$ cat config.mk
export PLATFORM = sky130hd
export DESIGN_NAME = branch_resolve_unit
export DESIGN_NICKNAME = d
export VERILOG_FILES = /design/src/rtl/bru_pkg.sv /design/src/rtl/bru_cond_eval.sv /design/src/rtl/bru_target_gen.sv /design/src/rtl/branch_resolve_unit.sv
export SDC_FILE = /design/constraint.sdc
export NUM_CORES = 1
export LEC_CHECK = 0
export BUFFER_PORTS_ARGS = -buffer_cell sky130_fd_sc_hd__clkbuf_2
export CAP_MARGIN = 5
export CORE_MARGIN = 5
export CORE_UTILIZATION = 45
export DETAILED_ROUTE_END_ITERATION = 7
export PLACE_DENSITY = 0.81
export SLEW_MARGIN = 20
export SYNTH_ARGS = -nofsm -noshare
export SYNTH_HDL_FRONTEND = slang
export SYNTH_SLANG_ARGS = --single-unit
$ cat constraint.sdc
create_clock -name clk -period 4.35 [get_ports clk]
set_clock_uncertainty 0.05 [all_clocks]
set_input_delay 0.435 -clock clk [delete_from_list [all_inputs] [get_ports clk]]
set_output_delay 0.435 -clock clk [all_outputs]
set_load 0.1 [all_outputs]
$ cat src/rtl/bru_pkg.sv
package bru_pkg;

  typedef enum logic [1:0] {
    FORM_NONE,
    FORM_COND_IMM,
    FORM_UNCOND,
    FORM_INDIRECT
  } bform_e;

  localparam logic [5:0] OPC_COND_IMM = 6'd16;
  localparam logic [5:0] OPC_UNCOND   = 6'd18;
  localparam logic [5:0] OPC_EXT      = 6'd19;
  localparam logic [9:0] XO_VIA_LINK  = 10'd16;
  localparam logic [9:0] XO_VIA_COUNT = 10'd528;

  function automatic bform_e decode_form(input logic [31:0] word);
    bform_e f;
    f = FORM_NONE;
    unique case (word[31:26])
      OPC_COND_IMM: f = FORM_COND_IMM;
      OPC_UNCOND:   f = FORM_UNCOND;
      OPC_EXT: begin
        if (word[10:1] == XO_VIA_LINK || word[10:1] == XO_VIA_COUNT)
          f = FORM_INDIRECT;
      end
      default: f = FORM_NONE;
    endcase
    return f;
  endfunction

endpackage

$ cat src/rtl/bru_cond_eval.sv
module bru_cond_eval #(
  parameter int XLEN = 64
) (
  input  logic            use_opts_i,
  input  logic [31:0]     instr_i,
  input  logic [XLEN-1:0] ctr_i,
  input  logic [31:0]     cr_i,
  output logic            taken_o,
  output logic [XLEN-1:0] ctr_next_o
);
  logic [4:0]      opts;
  logic [4:0]      cidx;
  logic [4:0]      cpos;
  logic            cbit;
  logic [XLEN-1:0] ctr_dec;
  logic            cond_ok;
  logic            ctr_ok;

  assign opts    = instr_i[25:21];
  assign cidx    = instr_i[20:16];
  assign cpos    = 5'd31 - cidx;
  assign cbit    = cr_i[cpos];
  assign ctr_dec = ctr_i - XLEN'(1);

  always_comb begin
    cond_ok = opts[4] | (cbit == opts[3]);
    ctr_ok  = opts[2] | (opts[1] == (ctr_dec == '0));
    if (use_opts_i) begin
      taken_o    = cond_ok & ctr_ok;
      ctr_next_o = opts[2] ? ctr_i : ctr_dec;
    end else begin
      taken_o    = 1'b1;
      ctr_next_o = ctr_i;
    end
  end

endmodule

$ cat src/rtl/bru_target_gen.sv
module bru_target_gen
  import bru_pkg::*;
#(
  parameter int XLEN = 64
) (
  input  bform_e          form_i,
  input  logic [31:0]     instr_i,
  input  logic [XLEN-1:0] pc_i,
  input  logic [XLEN-1:0] ctr_i,
  input  logic [XLEN-1:0] lr_i,
  input  logic            mode32_i,
  output logic [XLEN-1:0] target_o,
  output logic [XLEN-1:0] seq_pc_o
);
  localparam int SHORT_PAD = XLEN - 16;
  localparam int LONG_PAD  = XLEN - 26;

  logic [XLEN-1:0] keep_mask;
  logic [XLEN-1:0] off_short;
  logic [XLEN-1:0] off_long;
  logic [XLEN-1:0] raw_target;
  logic [XLEN-1:0] raw_seq;

  generate
    if (XLEN > 32) begin : g_wide
      assign keep_mask = mode32_i ? {{(XLEN-32){1'b0}}, {32{1'b1}}} : {XLEN{1'b1}};
    end else begin : g_narrow
      assign keep_mask = {XLEN{1'b1}};
    end
  endgenerate

  assign off_short = {{SHORT_PAD{instr_i[15]}}, instr_i[15:2], 2'b00};
  assign off_long  = {{LONG_PAD{instr_i[25]}}, instr_i[25:2], 2'b00};
  assign raw_seq   = pc_i + XLEN'(4);

  always_comb begin
    unique case (form_i)
      FORM_COND_IMM: raw_target = instr_i[1] ? off_short : pc_i + off_short;
      FORM_UNCOND:   raw_target = instr_i[1] ? off_long  : pc_i + off_long;
      FORM_INDIRECT: raw_target = (instr_i[10] ? ctr_i : lr_i) & ~XLEN'(3);
      default:       raw_target = raw_seq;
    endcase
  end

  assign target_o = raw_target & keep_mask;
  assign seq_pc_o = raw_seq & keep_mask;

endmodule

$ cat src/rtl/branch_resolve_unit.sv
module branch_resolve_unit
  import bru_pkg::*;
#(
  parameter int XLEN = 64
) (
  input  logic            clk,
  input  logic            rst,
  input  logic            valid_i,
  input  logic [31:0]     instr_i,
  input  logic [XLEN-1:0] pc_i,
  input  logic [XLEN-1:0] ctr_i,
  input  logic [XLEN-1:0] lr_i,
  input  logic [31:0]     cr_i,
  input  logic            mode32_i,
  output logic            valid_o,
  output logic            taken_o,
  output logic [XLEN-1:0] next_pc_o,
  output logic [XLEN-1:0] ctr_o,
  output logic [XLEN-1:0] lr_o
);
  bform_e          form;
  logic            use_opts;
  logic            eval_taken;
  logic [XLEN-1:0] eval_ctr;
  logic [XLEN-1:0] target;
  logic [XLEN-1:0] seq_pc;
  logic            is_branch;
  logic            br_taken;
  logic [XLEN-1:0] pc_d;
  logic [XLEN-1:0] ctr_d;
  logic [XLEN-1:0] lr_d;

  assign form      = decode_form(instr_i);
  assign is_branch = (form != FORM_NONE);
  assign use_opts  = (form == FORM_COND_IMM) || (form == FORM_INDIRECT);

  bru_cond_eval #(.XLEN(XLEN)) u_cond (
    .use_opts_i (use_opts),
    .instr_i    (instr_i),
    .ctr_i      (ctr_i),
    .cr_i       (cr_i),
    .taken_o    (eval_taken),
    .ctr_next_o (eval_ctr)
  );

  bru_target_gen #(.XLEN(XLEN)) u_tgt (
    .form_i   (form),
    .instr_i  (instr_i),
    .pc_i     (pc_i),
    .ctr_i    (ctr_i),
    .lr_i     (lr_i),
    .mode32_i (mode32_i),
    .target_o (target),
    .seq_pc_o (seq_pc)
  );

  assign br_taken = is_branch & eval_taken;
  assign pc_d     = br_taken ? target : seq_pc;
  assign ctr_d    = is_branch ? eval_ctr : ctr_i;
  assign lr_d     = (is_branch && instr_i[0]) ? seq_pc : lr_i;

  always_ff @(posedge clk) begin
    if (rst) begin
      valid_o   <= 1'b0;
      taken_o   <= 1'b0;
      next_pc_o <= '0;
      ctr_o     <= '0;
      lr_o      <= '0;
    end else begin
      valid_o <= valid_i;
      if (valid_i) begin
        taken_o   <= br_taken;
        next_pc_o <= pc_d;
        ctr_o     <= ctr_d;
        lr_o      <= lr_d;
      end
    end
  end

  assert_valid_follow_R2: assert property (@(posedge clk) disable iff (rst)
    valid_i |=> valid_o);

  assert_idle_hold_R2: assert property (@(posedge clk) disable iff (rst)
    !valid_i |=> (!valid_o && $stable(next_pc_o) && $stable(ctr_o) && $stable(lr_o)));

  assert_ctr_kept_R4: assert property (@(posedge clk) disable iff (rst)
    (valid_i && instr_i[23]) |=> ctr_o == $past(ctr_i));

  assert_uncond_taken_R6: assert property (@(posedge clk) disable iff (rst)
    (valid_i && instr_i[31:26] == OPC_UNCOND) |=> taken_o);

  assert_link_write_R8: assert property (@(posedge clk) disable iff (rst)
    (valid_i && is_branch && instr_i[0]) |=> lr_o[31:0] == $past(pc_i[31:0]) + 32'd4);

  assert_fallthrough_R9: assert property (@(posedge clk) disable iff (rst)
    valid_i |=> (taken_o || next_pc_o[31:0] == $past(pc_i[31:0]) + 32'd4));

  assert_nonbranch_R11: assert property (@(posedge clk) disable iff (rst)
    (valid_i && !is_branch) |=> (!taken_o && ctr_o == $past(ctr_i) && lr_o == $past(lr_i)));

  generate
    if (XLEN > 32) begin : g_chk_wide
      assert_trunc_pc_R10: assert property (@(posedge clk) disable iff (rst)
        (valid_i && mode32_i) |=> next_pc_o[XLEN-1:32] == '0);
    end
  endgenerate

endmodule

==> Word level (Yosys, flattened, before mapping) <==
Index checks and enable logic that the tools add are counted.
{ "word_totals": {"reg_bits": 194, "in_bits": 260, "output_inout_bits": 194, "elab_cells": 47} }
{ "classes": {"add_sub_neg": 5, "n_lt_le_gt_ge": 1, "n_eq_ne": 10, "mux": 15, "n_bitwise": 6, "n_reduce_logical": 5} }
{ "op_table": {"columns": ["op", "n"], "rows": [
  ["two-way mux 64 bit", 9],
  ["case mux 64 bit (3 select lines)", 1],
  ["adder 64 bit", 2],
  ["bitwise AND 64 bit", 2],
  ["adder 64 x 3 -> 64 bit, second input constant", 1],
  ["zero test 64 bit", 1],
  ["subtractor 64 x 1 -> 64 bit, second input constant", 1],
  ["== test 6 x 5 -> 1 bit, second input constant", 3],
  ["== test 10 bit, second input constant", 1],
  ["== test 10 x 5 -> 1 bit, second input constant", 1],
  ["less-than comparator 5 x 6 -> 1 bit, second input constant", 1],
  ["case mux 2 bit (3 select lines)", 1],
  ["binary-select mux 1 bit (select 5 bit)", 1],
  ["subtractor 5 bit, first input constant", 1],
  ["== test 2 bit, second input constant", 2],
  ["bitwise AND 1 bit", 2],
  ["== test 1 bit", 2],
  ["== test 2 x 1 -> 1 bit, second input constant", 1],
  ["logical OR 1 bit", 2],
  ["two-way mux 1 bit", 2],
  ["two-way mux 2 bit", 1],
  ["bitwise OR 1 bit", 2],
  ["nonzero test 2 bit", 1],
  ["logical AND 1 bit", 1]
]} }

==> Longest topological paths before layout <==
{ "depth": {"word_depth": 9, "depth_mapped": 19, "depth_no_buf": 16} }

==> By module <==
Synthesis repeated with hierarchy kept, for this count alone.
{ "hier_totals": {"hier_cells": 3126, "area_unflattened_um2": 22412.7} }
{ "by_module_without_submodules": {"columns": ["mod", "instances", "cells_per_inst", "area_per_inst_um2", "seq_area_each_um2"], "rows": [
  ["bru_target_gen", 1, 1589, 10348.7, 0.0],
  ["branch_resolve_unit", 1, 1147, 9354.0, 3883.7],
  ["bru_cond_eval", 1, 390, 2710.1, 0.0]
]} }

==> Worst setup path after synthesis <==
Ideal clock, no wire load.
{ "synth_timing": {"kind": "input -> register", "startpoint": "in ctr_i[7]", "endpoint": "reg next_pc_o[29]", "setup_ns": 0.119, "arrival_ns": 4.274, "required_time_ns": 4.181, "path_slack_ns": -0.093, "path_stages": 15, "n_path_buf": 3, "cell_sequence": "buf_2 or4_4 or4_1 buf_2 or4b_1 clkbuf_1 o21a_1 nor4_1 o2111a_1 and4bb_1 mux2_4 nor2_2 nor2_4 or3_1 a32o_1"} }
{ "synth_via": {"elab_chain_len": 8} }
{ "synth_rtl": {"columns": ["element", "line", "text"], "rows": [
  ["start: declaration", "branch_resolve_unit.sv:11", "input logic [XLEN-1:0] ctr_i,"],
  ["subtractor 64 x 1 -> 64 bit", "bru_cond_eval.sv:23", "assign ctr_dec = ctr_i - XLEN'(1);"],
  ["zero test 64 bit", "bru_cond_eval.sv:27", "ctr_ok = opts[2] | (opts[1] == (ctr_dec == '0));"],
  ["== test 1 bit", "bru_cond_eval.sv:27", null],
  ["bitwise OR 1 bit", "bru_cond_eval.sv:27", null],
  ["bitwise AND 1 bit", "bru_cond_eval.sv:29", "taken_o = cond_ok & ctr_ok;"],
  ["two-way mux 1 bit", "bru_cond_eval.sv:28", "if (use_opts_i) begin"],
  ["bitwise AND 1 bit", "branch_resolve_unit.sv:57", "assign br_taken = is_branch & eval_taken;"],
  ["two-way mux 64 bit", "branch_resolve_unit.sv:58", "assign pc_d = br_taken ? target : seq_pc;"],
  ["end signal: assignment", "branch_resolve_unit.sv:73", "next_pc_o <= pc_d;"],
  ["end: declaration", "branch_resolve_unit.sv:17", "output logic [XLEN-1:0] next_pc_o,"]
]} }
No other way between the ends.
A chain may end at the register's enable or synchronous reset.

==> Worst setup path in the final report <==
{ "layout_timing": {"startpoint": "in ctr_i[9]", "endpoint": "reg next_pc_o[45]"} }
The elaborated chain is that of the path after synthesis.

==> results.md <==
* Outcome: finished with violations
* Failing checks: DRC
* Crit start category: input pin
* Setup tns final at 0 ns
* Max Slew Vio Count at 0
* Die Y at 219 um
* Routability cong. at 1.03
* Via count at 24339
* Initial DRT Pass Iterations at 8
* Core area at 43100 um^2
* Distinct cells, synth at 86
* Post-DP HPWL at 76800 um
* Finish-stage setup viols at 0
* CTS Buf Count at 17
* WL/cell at 23.9 um
* Most common flop cell mapped by yosys: dfxtp_1
* First-pass GRT wire length at 137000 um
* Met3 wire length at 11500 um
* Die W at 219 um
* Async set or reset register ratio after synthesis at 0%
* Syn avg cell area at 7.31 um^2
* DR WL met2 at 40000 um
* Initial Util at 45.5%
* Design Area, Final at 25200 um^2
* Crit path time final at 4.19 ns
* Grt total ovfl at 0
* Crit path max-delay cell type: or4b_1
* CTS Root Cell: clkbuf_16
* Core Util, Final at 58.5%
* Total Nets Final at 3674
* Register clock-pin slew on the reported worst setup and hold paths at 0.08 ns
* IO Count at 454
* Vias in the first global route at 22375
* Num rows at 76
* Drt first-iter violations at 3293
* Post-placement cell area at 24500 um^2
* EDFF count, synth at 0
* Worst min path class: in -> reg
* GRT Resource Usage Total at 37.2%
* Worst-Skew Late Latency at 0.46 ns
* Total power at 0.00681 W
* Area share of the largest cell type after synthesis at 19.8%
* CP Capture Type: flip-flop
* Unrepaired setup endpoints after global routing: no
* Crit-path max cell delay at 0.64 ns
* Mapped Area at 19600 um^2
* Synthesized instance count at 2684
* Largest net degree at the start of global routing at 102
* Crit Path Max Fanout at 5
* Vias/cell at 6.23
* Final period util at 96.3%
* Worst-margin pin slew at 0.979 ns
* CTS tree: built
* Post-Syn Nets at 3056
* Pwr Density at 270 nW/um^2
* Worst path required time at 4.71 ns
* CTS Sinks at 194
* Max VDD drop at 0.000170 V
* Max-cap violations at 0
* Yosys reg bits at 194
* Routed Antenna Nets at 0
* FMAX at 239 MHz
* Share of layout cells above drive strength 1 at 27.4%
* Post-synth top area cell: dfxtp_1
* Sequential area share after synthesis at 19.8%
* Synthesis warning total at 0
* Area delta synth->final at 28.4%
* Routed wire length at 93500 um
* CP cell instances: clkbuf_2 -> or4_4 -> or4_4 -> or4b_1 -> o21a_1 -> a2111oi_2 -> o2111a_1 -> and4bb_1 -> mux2_4 -> o21ai_4 -> buf_4 -> nand2_2 -> buf_4 -> a21oi_1 -> a221o_1
* Total die area at 47900 um^2
* DRC viols at 1
* Initial antenna violation count at 9
* Final non-filler cell total at 3909
* Number of H-tree levels at 4
* Clock Tree Buf Depth at 2
* I/O Buffers at 453
* Final Hold Vio Count at 0
* Critical path class: in -> reg
* Met1 WL at 36400 um
* Worst Path Arrival at 4.55 ns
* Static leakage power at 11.0 nW
* Slew HR at 34.3%
* Highest metal used: met4
* DP Cell Count at 3868
* Dominant cells by area after synthesis: dfxtp_1 (20%), ha_1 (7.1%), o21ai_0 (5.5%)
## cells in the mapped netlist, types with 30 or more instances
| library cell | instances |
|---|---|
| nor2_1 | 278 |
| dfxtp_1 | 194 |
| or3_1 | 42 |
| mux2i_1 | 84 |
| o21ai_0 | 214 |
| inv_1 | 40 |
| a21oi_1 | 189 |
| xor2_1 | 108 |
| a21o_1 | 68 |
| nand3_1 | 78 |
| o21a_1 | 30 |
| ha_1 | 111 |
| a211oi_1 | 84 |
| nor4_1 | 43 |
| clkbuf_1 | 175 |
| a311oi_1 | 32 |
| xnor2_1 | 120 |
| nor3_1 | 77 |
| nand2_1 | 255 |
| nand4_1 | 52 |
## routing by layer
metal	GRT usage (%)	up-vias
li1	-	11229
met1	49.1	11251
met2	56.6	1573
met3	8.90	286
met4	18.9	0
met5	0	-
## final timing paths
check,from,to,slack (ns),depth (start not counted)
setup reg to reg,next_pc_o[57]$_SDFFE_PP0P_,next_pc_o[57]$_SDFFE_PP0P_,3.26,3
setup / recovery,ctr_i[9],next_pc_o[45]$_SDFFE_PP0P_,0.16,15
hold / removal,pc_i[0],next_pc_o[0]$_SDFFE_PP0P_,0.15,2
hold reg to reg,taken_o$_SDFFE_PP0P_,taken_o$_SDFFE_PP0P_,0.42,2
## power by group
group          switching [W]  leakage, nW  internal (W)
logic                0.00222         9.11      0.000991
registers          0.0000827         1.61       0.00189
clock network       0.000804        0.281      0.000824
total                0.00310         11.0       0.00371
## state kept, by name, summed over array words and instances, names as in the netlist
| signal | cells |
|---|---|
| taken_o | 1 |
| ctr_o | 64 |
| next_pc_o | 64 |
| lr_o | 64 |
| valid_o | 1 |
## layout by cell type, fill, tap and decap left out, drive strengths merged, types with 12 or more instances in the layout
cell type / Yosys / layout
and3: 19 / 19
a311oi: 32 / 32
a31oi: 12 / 12
nand2b: 20 / 20
dfxtp: 194 / 194
or4: 28 / 28
o21a: 30 / 30
nand4: 52 / 52
mux2: 12 / 12
xnor2: 120 / 120
or2: 15 / 15
o2111ai: 13 / 13
a221oi: 23 / 23
xor2: 108 / 108
a21oi: 189 / 189
nor2: 281 / 281
o21bai: 16 / 16
mux2i: 84 / 84
inv: 40 / 45
a211oi: 89 / 89
nor4: 43 / 43
buf: 25 / 349
o211ai: 25 / 25
a22o: 14 / 14
a21o: 68 / 68
nor2b: 15 / 15
nor3: 77 / 77
clkbuf: 175 / 468
o21ai: 221 / 221
or3: 42 / 42
nand3: 78 / 78
nand2: 256 / 256
ha: 111 / 111
o31ai: 18 / 18
## per-stage QoR
step                      hold WS (ns)  setup slack (ns)
after global placement           0.383            -0.327
final                            0.154             0.161
after detailed placement         0.401            -0.361
after CTS                        0.137            0.0994
after global routing             0.149            0.0180
after floorplan                  0.511           -0.0571
## logic make-up after synthesis
group	share of synthesized area, %
buf+inv	4.93
compound gates	28.2
fa+ha+maj	7.18
simple gates	23.6
flops	19.8
mux	6.14
xor+xnor	10.2
## worst max-delay path, delay by kind of cell
family,cells,cell delay (ns)
and+or+nand+nor,5,2.09
buffers and inverters,3,0.49
AOI/OAI and AO/OA,6,1.16
muxes,1,0.35
## final cells by class
type,count,area (um^2)
multi-input cells,2249,14900
inverters,41,154
diodes,9,22.5
clock buffers,18,439
repair buffers,799,4940
well taps,585,732
clock inverters,14,150
flip-flops and latches,194,3880
fillers,4083,17900
## timing repair
item / 4_1_cts / 5_1_grt
endpoints found under the setup margin: 0 / 52
gates resized for setup: 0 / 7
hold endpoints to repair: 0 / 0
hold buffers: 0 / 0
buffers inserted: 0 / 0
Power figures use the tool's default switching activity.
